File: src/rtl/audio_fifo_pair.sv
module audio_fifo_pair #(
  parameter int DW = 16,
  parameter int DEPTH = 32,
  parameter int AE_MARGIN = 4,
  parameter int AF_MARGIN = 4
) (
  input  logic                              clk,
  input  logic                              rst_n,
  input  logic                              tx_fifo_en,
  input  logic                              rx_fifo_en,
  input  logic                              tx_dma_en,
  input  logic                              rx_dma_en,
  input  logic [$clog2(DEPTH+1)-1:0]        tx_mark,
  input  logic [$clog2(DEPTH+1)-1:0]        rx_mark,
  input  logic [12:0]                       src_en,
  input  logic                              irq_global_en,
  input  logic                              clr_wr,
  input  logic [12:0]                       clr_mask,
  input  logic                              tx_wr_valid,
  input  logic [DW-1:0]                     tx_wr_data,
  input  logic                              rx_rd,
  output logic [DW:0]                       rx_rd_word,
  input  logic                              sh_tx_req,
  output logic [DW:0]                       sh_tx_word,
  input  logic                              sh_rx_valid,
  input  logic [DW-1:0]                     sh_rx_data,
  output logic [2*($clog2(DEPTH+1)+4)-1:0]  fifo_stat,
  output logic [13:0]                       irq_stat,
  output logic                              irq_out,
  output logic                              tx_dma_req,
  output logic                              rx_dma_req
);
  localparam int AW = $clog2(DEPTH);
  localparam int CW = $clog2(DEPTH+1);
  localparam logic [CW-1:0] FULL_C = CW'(DEPTH);
  localparam logic [CW-1:0] AE_C = CW'(AE_MARGIN);
  localparam logic [CW-1:0] AF_C = CW'(DEPTH - AF_MARGIN);

  logic [DW-1:0] tx_mem [DEPTH];
  logic [DW-1:0] rx_mem [DEPTH];
  logic [AW-1:0] tx_wp, tx_rp, rx_wp, rx_rp;
  logic [CW-1:0] tx_cnt, rx_cnt;
  logic [12:0]   latched;

  wire tx_full  = tx_cnt == FULL_C;
  wire tx_empty = tx_cnt == '0;
  wire rx_full  = rx_cnt == FULL_C;
  wire rx_empty = rx_cnt == '0;
  wire tx_ae = tx_cnt <= AE_C;
  wire tx_af = tx_cnt >= AF_C;
  wire rx_ae = rx_cnt <= AE_C;
  wire rx_af = rx_cnt >= AF_C;

  wire tx_push   = tx_fifo_en && tx_wr_valid && !tx_full;
  wire tx_ovf    = tx_fifo_en && tx_wr_valid && tx_full;
  wire tx_pop    = tx_fifo_en && sh_tx_req && !tx_empty;
  wire tx_starve = tx_fifo_en && sh_tx_req && tx_empty;
  wire rx_push   = rx_fifo_en && sh_rx_valid && !rx_full;
  wire rx_ovf    = rx_fifo_en && sh_rx_valid && rx_full;
  wire rx_pop    = rx_fifo_en && rx_rd && !rx_empty;
  wire rx_starve = rx_fifo_en && rx_rd && rx_empty;

  always_ff @(posedge clk) begin
    if (tx_push) tx_mem[tx_wp] <= tx_wr_data;
    if (rx_push) rx_mem[rx_wp] <= sh_rx_data;
  end

  always_ff @(posedge clk or negedge rst_n) begin
    if (!rst_n) begin
      tx_wp <= '0; tx_rp <= '0; tx_cnt <= '0;
    end else if (!tx_fifo_en) begin
      tx_wp <= '0; tx_rp <= '0; tx_cnt <= '0;
    end else begin
      if (tx_push) tx_wp <= tx_wp + 1'b1;
      if (tx_pop)  tx_rp <= tx_rp + 1'b1;
      tx_cnt <= tx_cnt + CW'(tx_push) - CW'(tx_pop);
    end
  end

  always_ff @(posedge clk or negedge rst_n) begin
    if (!rst_n) begin
      rx_wp <= '0; rx_rp <= '0; rx_cnt <= '0;
    end else if (!rx_fifo_en) begin
      rx_wp <= '0; rx_rp <= '0; rx_cnt <= '0;
    end else begin
      if (rx_push) rx_wp <= rx_wp + 1'b1;
      if (rx_pop)  rx_rp <= rx_rp + 1'b1;
      rx_cnt <= rx_cnt + CW'(rx_push) - CW'(rx_pop);
    end
  end

  wire tx_ok = tx_fifo_en && !tx_empty;
  wire rx_ok = rx_fifo_en && !rx_empty;
  assign sh_tx_word = tx_ok ? {1'b1, tx_mem[tx_rp]} : '0;
  assign rx_rd_word = rx_ok ? {1'b1, rx_mem[rx_rp]} : '0;

  assign fifo_stat = {tx_cnt, tx_empty, tx_ae, tx_full, tx_af,
                      rx_cnt, rx_empty, rx_ae, rx_full, rx_af};

  assign tx_dma_req = tx_dma_en && tx_fifo_en && (tx_cnt <= tx_mark);
  assign rx_dma_req = rx_dma_en && rx_fifo_en && (rx_cnt >= rx_mark);

  wire [12:0] set_v = {tx_pop || rx_push,
                       {4{tx_fifo_en}} & {tx_empty, tx_ae, tx_full, tx_af},
                       tx_starve, tx_ovf,
                       {4{rx_fifo_en}} & {rx_empty, rx_ae, rx_full, rx_af},
                       rx_starve, rx_ovf};

  always_ff @(posedge clk or negedge rst_n) begin
    if (!rst_n) latched <= '0;
    else        latched <= (latched & ~(clr_wr ? clr_mask : 13'd0)) | set_v;
  end

  wire pending = |(latched & src_en);
  assign irq_stat = {pending, latched};
  assign irq_out  = pending && irq_global_en;

  p_count_bound_r2: assert property (@(posedge clk) disable iff (!rst_n)
    tx_cnt <= FULL_C && rx_cnt <= FULL_C);
  p_no_overflow_r4: assert property (@(posedge clk) disable iff (!rst_n)
    (tx_fifo_en && tx_wr_valid && tx_cnt == FULL_C && !sh_tx_req) |=> (tx_cnt == FULL_C && irq_stat[6]));
  p_rx_overflow_r4: assert property (@(posedge clk) disable iff (!rst_n)
    (rx_fifo_en && sh_rx_valid && rx_cnt == FULL_C) |=> irq_stat[0]);
  p_starve_r5: assert property (@(posedge clk) disable iff (!rst_n)
    (tx_fifo_en && sh_tx_req && tx_cnt == '0) |=> (irq_stat[7] && tx_cnt <= CW'(1)));
  p_flush_r8: assert property (@(posedge clk) disable iff (!rst_n)
    !tx_fifo_en |=> (tx_cnt == '0 && sh_tx_word[DW] == 1'b0));
  p_clear_r10: assert property (@(posedge clk) disable iff (!rst_n)
    (clr_wr && clr_mask[12] && !sh_tx_req && !sh_rx_valid) |=> !irq_stat[12]);
  p_irq_gate_r11: assert property (@(posedge clk) disable iff (!rst_n)
    irq_out |-> (irq_global_en && irq_stat[13]));
endmodule

File: config.mk
export PLATFORM = sky130hd
export DESIGN_NAME = audio_fifo_pair
export DESIGN_NICKNAME = d
export VERILOG_FILES = /design/src/rtl/audio_fifo_pair.sv
export SDC_FILE = /design/constraint.sdc
export NUM_CORES = 1
export LEC_CHECK = 0
export ABC_AREA = 1
export BUFFER_PORTS_ARGS = -buffer_cell sky130_fd_sc_hd__buf_2
export CAP_MARGIN = 20
export CELL_PAD_IN_SITES_DETAIL_PLACEMENT = 1
export CELL_PAD_IN_SITES_GLOBAL_PLACEMENT = 1
export CORE_MARGIN = 2
export CORE_UTILIZATION = 50
export DETAILED_ROUTE_END_ITERATION = 10
export HOLD_SLACK_MARGIN = 0.06
export PLACE_DENSITY = 0.77
export SYNTH_ARGS = -nofsm -noshare
export SYNTH_HDL_FRONTEND = slang
export SYNTH_SLANG_ARGS = --single-unit
File: constraint.sdc
create_clock -name clk -period 3.5 [get_ports clk]
set_input_delay 0.7 -clock clk [delete_from_list [all_inputs] [get_ports clk]]
set_output_delay 0.7 -clock clk [all_outputs]
set_load 0.005 [all_outputs]
Word-level counts from Yosys, hierarchy flattened
Memory sizes are Yosys's and may differ from the RTL's.
Cells that the tools add are included.
{"block": "word_totals", "reg_bits": 45, "ramBits": 1024, "input_bits": 82, "output_inout_bits": 71, "word_cells": 79, "n_memories": 2}
{"memory": "rx_mem", "depth": 32, "word_bits": 16, "read_ports": 1, "rd_clocked_by_memory_dff": 0, "wr": 1, "line_no": "40", "source": "logic [DW-1:0] rx_mem [DEPTH];"}
{"memory": "tx_mem", "depth": 32, "word_bits": 16, "read_ports": 1, "rd_clocked_by_memory_dff": 0, "wr": 1, "line_no": "39", "source": "logic [DW-1:0] tx_mem [DEPTH];"}
{"block": "op_classes", "n_addsub": 8, "n_lt_le_gt_ge": 6, "n_eq_ne": 6, "muxes": 17, "bitwise": 6, "n_reduce_logical": 27}
{"op": "$mux 5", "n": 8}
{"op": "$mux 17", "n": 2}
{"op": "$and 13x13->13", "n": 2}
{"op": "$add 5x1->5 const B", "n": 4}
{"op": "$logic_and 1x1->1", "n": 19}
{"op": "$mux 13", "n": 1}
{"op": "$not 13->13", "n": 1}
{"op": "$or 13x13->13", "n": 1}
{"op": "$reduce_or 13->1", "n": 1}
{"op": "$add 6x1->6", "n": 2}
{"op": "$eq 6x6->1 const B", "n": 2}
{"op": "$ge 6x5->1 const B", "n": 2}
{"op": "$le 6x3->1 const B", "n": 2}
{"op": "$logic_not 6->1", "n": 2}
{"op": "$mux 6", "n": 2}
{"op": "$sub 6x1->6", "n": 2}
{"op": "$and 4x4->4", "n": 2}
{"op": "$ne 2x1->1 const B", "n": 4}
{"op": "$ge 6x6->1", "n": 1}
{"op": "$le 6x6->1", "n": 1}
{"op": "$logic_not 1->1", "n": 4}
{"op": "$mux 1", "n": 4}
{"op": "$logic_or 1x1->1", "n": 1}

Logic depth before layout (Yosys ltp)
Gate-level depths: netlist (run 1).
{"block": "depth", "word_depth": 6, "depth_mapped": 18, "mapped_depth_nobuf": 18}

Least setup slack after synthesis (run 1)
Ideal clock, no wire load.
{"block": "synth_path", "path_type": "input -> register", "start": "input tx_fifo_en", "end": "memory tx_mem[31][0], enable pin", "arrival_ns": 2.276, "setup_slack_ns": 0.812, "cell_stages": 5, "path_buffers": 1, "path_cell_list": "buf_2 -> nand2_1 -> inv_1 -> nand2_1 -> nor3_1"}
{"block": "synth_via", "elab_chain_cells": 4}
{"item": "start, declared", "line_no": "9", "source": "input logic tx_fifo_en,"}
{"item": "$logic_and 1x1->1 (2 in series)", "line_no": "54", "source": "wire tx_push = tx_fifo_en && tx_wr_valid && !tx_full;"}
{"item": "$mux 1", "line_no": "64", "source": "if (tx_push) tx_mem[tx_wp] <= tx_wr_data;"}
{"item": "$mux 1 (implied by the code)", "line_no": "64"}
{"item": "end, declared", "line_no": "39"}
No other way between the ends.

Worst setup path after layout (run 1)
{"block": "layout_path", "start": "register tx_rp[0]", "end": "output sh_tx_word[11]"}
{"block": "layout_via", "elab_chain_cells": 2}
{"item": "start, declared", "line_no": "41", "source": "logic [AW-1:0] tx_wp, tx_rp, rx_wp, rx_rp;"}
{"item": "start signal, assigned", "line_no": "75", "source": "if (tx_pop) tx_rp <= tx_rp + 1'b1;"}
{"item": "$mem_v2 32x16"}
{"item": "$mux 17", "line_no": "94", "source": "assign sh_tx_word = tx_ok ? {1'b1, tx_mem[tx_rp]} : '0;"}
{"item": "end, declared", "line_no": "24", "source": "output logic [DW:0] sh_tx_word,"}
No other way between the ends.

==> impl_metrics.json, run 1 <==
{
  "crit_path_end_kind": "output pin",
  "fill_cells": 9677,
  "switchingPower_mw": 11.31,
  "antenna_left": 0,
  "sw_frac_of_total_pct": 31.89,
  "cts_root_buffer": "clkbuf_16",
  "clock-sinks": 1069,
  "cp_data_required_time_ns": 2.80,
  "synthAdderAreaFrac_pct": 1.362,
  "ys.flop_type": "edfxtp_1",
  "grt_busiest_layer": "met2",
  "h-tree-depth": 3,
  "dr.pass1.iters": 6,
  "grt_start_max_net_pins": 75,
  "setup_viol": 0,
  "core_mm2": 0.09152,
  "die_y_um": 307.6,
  "grt_pass1_wl_um": 215100,
  "gr-usage-all-layers_pct": 30.32,
  "layout_commonest_cell": "nand2_1",
  "r2r_setup_slack_ns": 0.53,
  "routedWlPerCell_um": 25.72,
  "maxCapViolCount": 0,
  "synth_warnings": 0,
  "startpoint_type": "register",
  "max_freq_mhz": 286.8,
  "grtUsageMet1_pct": 38.84,
  "ir_drop_mv": 0.4972,
  "slew_violations": 0,
  "area_growth_pct": 14.44,
  "routed_wl_um": 148100,
  "finalCritPeriodShare_pct": 99.63,
  "synth_edf_count": 1024,
  "worstPathCellList": "buf_6, buf_4, inv_6, nand2_1, nand3_1, nand3_1, nand3_1, nand2_1, nand2_1, nor2_1, buf_2",
  "crit_type": "reg2out",
  "leakagePower_nw": 21.28,
  "layout-drive-gt1-share_pct": 11.26,
  "vias": 33810,
  "grt.met2_usage_pct": 52.32,
  "cts_buffers": 112,
  "grt_pass1_vias": 36210,
  "synthArstFlopShare_pct": 4.210,
  "final_area_mm2": 0.05276,
  "viasPerCell": 5.870,
  "cp_num_buf_inv": 4,
  "p_seq_share_pct": 41.0,
  "final_cells": 5760,
  "hold_path.class": "in2async",
  "clockBufferDepth": 3,
  "final_util_pct": 57.64,
  "tns_ns": 0,
  "critical-path-max-stage-delay_ns": 0.56,
  "floorplan.initialDensity_pct": 50.37,
  "globalRouteMet3Util_pct": 4.342,
  "syn_area_mm2": 0.04610,
  "portBuffers": 152,
  "tightest_slew_ns": 0.8919,
  "crit_family": "simple AND/OR/NAND/NOR gates",
  "io_pins": 153,
  "fin_hold_ws_ns": 0.09403,
  "drc_errors": 0,
  "status": "finished clean",
  "syn_inst": 4289,
  "pwr-share-comb_pct": 24.4,
  "fin_skew_ns": 0.03287,
  "hpwlAfterDp_um": 82970,
  "overflow": 0,
  "period_needed_ns": 3.487,
  "slowest_stage": "dfrtp_4",
  "synth_cell_types": 33,
  "yosys-mux-area-fraction_pct": 0,
  "syn_area_per_cell_um2": 10.75,
  "dp_cells": 5525,
  "synth-simple-area-share_pct": 19.96,
  "rows": 111,
  "cp.arrival_ns": 2.79,
  "synthesis.nets": 4420,
  "final_cell_mix": "1343 x nand2_1, 1024 x edfxtp_1, 533 x nand3_1",
  "synth-compound-area-share_pct": 2.966,
  "rsz0062_at_grt": "yes",
  "cts.clk_slew.worst_paths_ns": 0.06,
  "first_iter_violations": 3672,
  "p_int_mw": 24.16,
  "place.gp.congestion": 0.8109,
  "die_w_um": 307.6,
  "clock_latency_ns": 0.71,
  "slew_headroom_pct": 40.54,
  "antenna_found_initial": 5,
  "cts_tree": "yes",
  "path_max_fanout": 15,
  "synth_xor_area_share_pct": 0.1330,
  "hold_viol": 0,
  "finalNetCount": 4607,
  "dieArea_mm2": 0.09465,
  "placed_cell_area_mm2": 0.04824,
  "synth-seq-cells": 1069,
  "power.share.clock_pct": 34.6,
  "synth_top_family_by_area": "simple AND/OR/NAND/NOR gates",
  "powerDensity_mw_per_mm2": 672.3,
  "ys_seq_area_share_pct": 69.14
}
-- worst register-to-register path, cell delays in order (launching register included) --
cell and delay, ns:
dfrtp_1 0.43, inv_1 0.14, ha_1 0.21, nand3_1 0.18
nand2_1 0.12, inv_2 0.04, nand2_1 0.14, inv_1 0.13
ha_1 0.29, inv_1 0.04, ha_1 0.21, fa_1 0.44
nand2_1 0.10, nand2_1 0.06, a21oi_1 0.15, o21ai_0 0.10
a21oi_1 0.12
-- Yosys cell counts (2+ instances only) --
library cell | number | area (µm²)
a21oi_1 | 53 | 265.3
a22o_1 | 7 | 61.31
a31oi_1 | 2 | 12.51
a32o_1 | 2 | 20.02
buf_1 | 17 | 63.81
buf_2 | 89 | 445.4
buf_4 | 39 | 292.8
buf_6 | 40 | 450.4
clkbuf_1 | 42 | 157.7
clkinv_1 | 3 | 11.26
dfrtp_1 | 45 | 1126
edfxtp_1 | 1024 | 30750
fa_1 | 2 | 40.04
ha_1 | 47 | 588.1
inv_1 | 394 | 1479
inv_2 | 7 | 26.28
inv_4 | 2 | 12.51
nand2_1 | 1343 | 5041
nand2_2 | 2 | 12.51
nand3_1 | 540 | 2703
nand4_1 | 2 | 12.51
nor2_1 | 377 | 1415
nor3_1 | 4 | 20.02
o211ai_1 | 3 | 22.52
o21ai_0 | 146 | 730.7
o21ai_1 | 39 | 195.2
o22ai_1 | 7 | 43.79
xnor2_1 | 2 | 17.52
xor2_1 | 5 | 43.79
-- cells by family after synthesis --
family          count (synthesis)
simple gates                 2268
xor+xnor                        7
buf+inv                       635
compound gates                261
fa+ha+maj                      49
flops                        1069
-- path summary, 6_finish.rpt --
kind	to	cells past startpoint	startpoint
worst max-delay path	sh_tx_word[11]	11	tx_rp[0]
worst min-delay path	rx_wp[1]	1	rst_n
worst max register to register	rx_cnt[4]	16	rx_cnt[4]
worst min register to register	latched[9]	2	latched[9]
max in group asynchronous	latched[12]	2	rst_n
min in group clk	latched[11]	4	clr_mask[11]
-- state kept, by name (all words and copies together) (netlist names) --
signal   flops
rx_mem     512
rx_rp        5
tx_cnt       6
tx_wp        5
rx_cnt       6
latched     13
tx_rp        5
tx_mem     512
rx_wp        5
-- timing repair --
item	in CTS	in global routing
gates cloned	5	11
pin swaps	1	1
resized for setup	36	45
buffers inserted	4	3
endpoints found under the setup margin	31	26
hold buffers	0	0
-- metal layers --
layer	vias up	wire (µm)
met3	288	10940
met1	17300	58410
met2	1533	74170
met5	-	39
met4	6	4585
li1	14680	-
-- through the flow --
stage               total power, mW  worst slack [ns]
detailed placement            22.40            0.5180
finish                        35.47           0.01311
CTS                           34.96         -0.001883
global placement              22.06            0.5253
floorplan                     19.84            0.8123
global route                  36.79          -0.06127
-- layout make-up --
type | count | area [µm²] | share of cell area, %
antenna | 1 | 2.502 | 0.004743
clock buffer | 145 | 3030 | 5.744
clock inverter | 66 | 719.4 | 1.364
inverter | 407 | 1593 | 3.019
multi-input combinational | 2585 | 11390 | 21.60
sequential | 1069 | 31890 | 60.45
tap | 1186 | 1484 | 2.813
timing repair buffer | 298 | 2614 | 4.954
timing repair inverter | 3 | 28.78 | 0.05455
-- power by group through the flow --
stage	registers (mW)	logic, mW	clock network, mW
2_1_floorplan	14.7	5.15	0
3_3_place_gp	14.8	7.28	0
3_5_place_dp	14.8	7.60	0
4_1_cts	14.6	8.08	12.3
5_1_grt	14.6	9.40	12.8
6_report	14.6	8.64	12.3
(Power assumes the default switching activity.)
==> run 2, diff against run 1 <==
CORE_UTILIZATION = 40   (was 50)
CTS_BUF_LIST = sky130_fd_sc_hd__clkbuf_2   (was not set)
PLACE_DENSITY = 0.63   (was 0.77)
==> run 2 against run 1 <==
The flow now finishes with violations (negative setup slack). Clock skew grew 0.19 ns. Clock power fell by 28%. Flip-flop and latch count did not move. Sequential share of layout area down 6.2 points. First-iteration DRC count fell by 28%. Final area rose by 12%. Highest routed layer is now met4.
==> impl_metrics.json, run 2 (synthesized netlist as in run 1, its figures left out) <==
{
  "pwr-share-comb_pct": 36.8,
  "finalCritPeriodShare_pct": 119.1,
  "power.share.clock_pct": 23.9,
  "clock-sinks": 1069,
  "slowest_stage": "dfrtp_4",
  "place.gp.congestion": 0.7784,
  "fin_skew_ns": 0.2213,
  "worstPathCellList": "buf_12, clkinv_16, clkbuf_16, buf_6, nand2_2, nand3_2, nand3_2, nand3_2, nand2_2, nand2_1, nor2_1, buf_2",
  "switchingPower_mw": 13.51,
  "p_seq_share_pct": 39.3,
  "dr.pass1.iters": 5,
  "cts.clk_slew.worst_paths_ns": 0.12,
  "reg.largest.list": "rx_mem x512, tx_mem x512, latched x13",
  "startpoint_type": "register",
  "wl_met1_um": 63090,
  "portBuffers": 152,
  "path_max_fanout": 6,
  "critical-path-max-stage-delay_ns": 0.56,
  "floorplan.initialDensity_pct": 40.32,
  "fill_cells": 12280,
  "layout_commonest_cell": "nand2_1",
  "route.met3.wl_um": 8589,
  "wl_met2_um": 85300,
  "highest_layer": "met4",
  "crit_type": "reg2out",
  "ir_drop_mv": 0.2847,
  "violations": "negative setup slack",
  "hpwlAfterDp_um": 80930,
  "rsz0062_at_grt": "yes",
  "powerDensity_mw_per_mm2": 628.1,
  "grt_start_max_net_pins": 45,
  "grt_pass1_wl_um": 227800,
  "crit_top_cell": "nand3_2",
  "hold_path.class": "in2reg",
  "slew_violations": 0,
  "leakagePower_nw": 24.06,
  "die_w_um": 343.5,
  "tightest_slew_ns": 0.9662,
  "setup_ws_ns": -0.6677,
  "die_y_um": 343.5,
  "antenna_found_initial": 4,
  "core_mm2": 0.1143,
  "gr-usage-all-layers_pct": 26.15,
  "overflow": 0,
  "cp_data_required_time_ns": 2.80,
  "rows": 124,
  "max_freq_mhz": 239.9,
  "cts_tree": "yes",
  "slew_headroom_pct": 35.58,
  "period_needed_ns": 4.168,
  "clockBufferDepth": 4,
  "p_int_mw": 23.45,
  "maxCapViolCount": 0,
  "dieArea_mm2": 0.1180,
  "area_growth_pct": 27.62,
  "grt_pass1_vias": 36300,
  "first_iter_violations": 2629,
  "power_mw": 36.95,
  "cp.arrival_ns": 3.47,
  "drc_errors": 0,
  "sw_frac_of_total_pct": 36.55,
  "antenna_left": 0,
  "final_cell_mix": "1161 x nand2_1, 1024 x edfxtp_1, 442 x clkbuf_2",
  "io_pins": 153,
  "fin_hold_ws_ns": 0.2138,
  "status": "finished, violations left",
  "cts_buffers": 303,
  "clock_latency_ns": 1.52,
  "routed_wl_um": 163200,
  "h-tree-depth": 5,
  "hold_viol": 0,
  "viasPerCell": 5.273,
  "layout-drive-gt1-share_pct": 29.81,
  "setup_viol": 34,
  "crit_path_end_kind": "output pin",
  "routedWlPerCell_um": 24.54,
  "finalNetCount": 5078,
  "cts_root_buffer": "clkbuf_2",
  "vias": 35070
}
==> run 2: changes by cell type in the layout (fill, tap and decap cells not counted), sizes merged, moves of 3 or more <==
| cell | before | now |
|---|---|---|
| clkbuf | 156 | 478 |
| buf | 286 | 437 |
| dlygate4sd3 | 0 | 99 |
| bufinv | 14 | 3 |
| inv | 408 | 412 |
| clkinv | 50 | 47 |
| diode | 1 | 4 |
==> run 2: final timing paths <==
| kind | slack (ns) | to | start | cells past startpoint |
|---|---|---|---|---|
| setup / recovery | -0.67 | sh_tx_word[12] | tx_rp[0] | 12 |
| hold / removal | 0.21 | rx_rp[4] | rx_rd | 4 |
| setup reg to reg | 0.50 | tx_cnt[4] | tx_cnt[4] | 15 |
| hold reg to reg | 0.67 | rx_wp[1] | rx_wp[1] | 2 |
| max in group asynchronous | 2.83 | tx_cnt[1] | rst_n | 4 |
| min in group asynchronous | 0.29 | rx_rp[2] | rst_n | 4 |
==> run 2: cell type report <==
type	count	area (µm²)	area share (%)
diodes	4	10.01	0.01701
clock buffers	442	2212	3.760
clock inverters	51	280.3	0.4764
inverters	407	1628	2.767
multi-input cells	2585	14120	24.00
flip-flops and latches	1069	31890	54.21
well taps	1512	1892	3.216
repair buffers	574	6690	11.37
repair inverters	7	112.6	0.1914
==> run 2: power groups by stage <==
stage	Sequential [mW]	Clock, mW	Combinational [mW]
after floorplan	14.7	0	5.15
after global placement	14.8	0	7.52
after detailed placement	14.8	0	7.64
after CTS	14.5	9.02	11.2
after global routing	14.6	9.72	14.5
final	14.5	8.83	13.6
==> run 2: routing by layer <==
layer  up-vias  global-route usage [%]
li1      15820                       -
met1     17760                   30.76
met2      1135                   47.23
met3       357                   4.493
met4         0                   10.54
met5         -                       0
==> run 2: critical path, delay by kind of cell (launching register included) <==
family,cells,cell delay [ns]
buf+inv,5,0.78
flops,1,0.56
simple gates,7,0.72
==> run 2: timing repair <==
item                                   4_1_cts  5_1_grt
gates cloned                                47       45
setup buffers                               66       37
hold buffers                               101        0
pin swaps                                  144      259
setup endpoints to repair                   42       45
resized for setup                          468      486
endpoints found under the hold margin     1124        0
==> run 2: metrics by stage <==
stage               util (%)  cells  setup TNS [ns]  area, µm²  setup WS [ns]
floorplan                  -   4289               0      46100         0.8123
global placement       42.59   5863               0      48700         0.5078
detailed placement     42.59   5863               0      48700         0.5068
CTS                    48.79   6570          -22.16      55790        -0.7034
global route           51.45   6650          -25.38      58830        -0.8219
finish                 51.45   6651          -17.23      58830        -0.6677
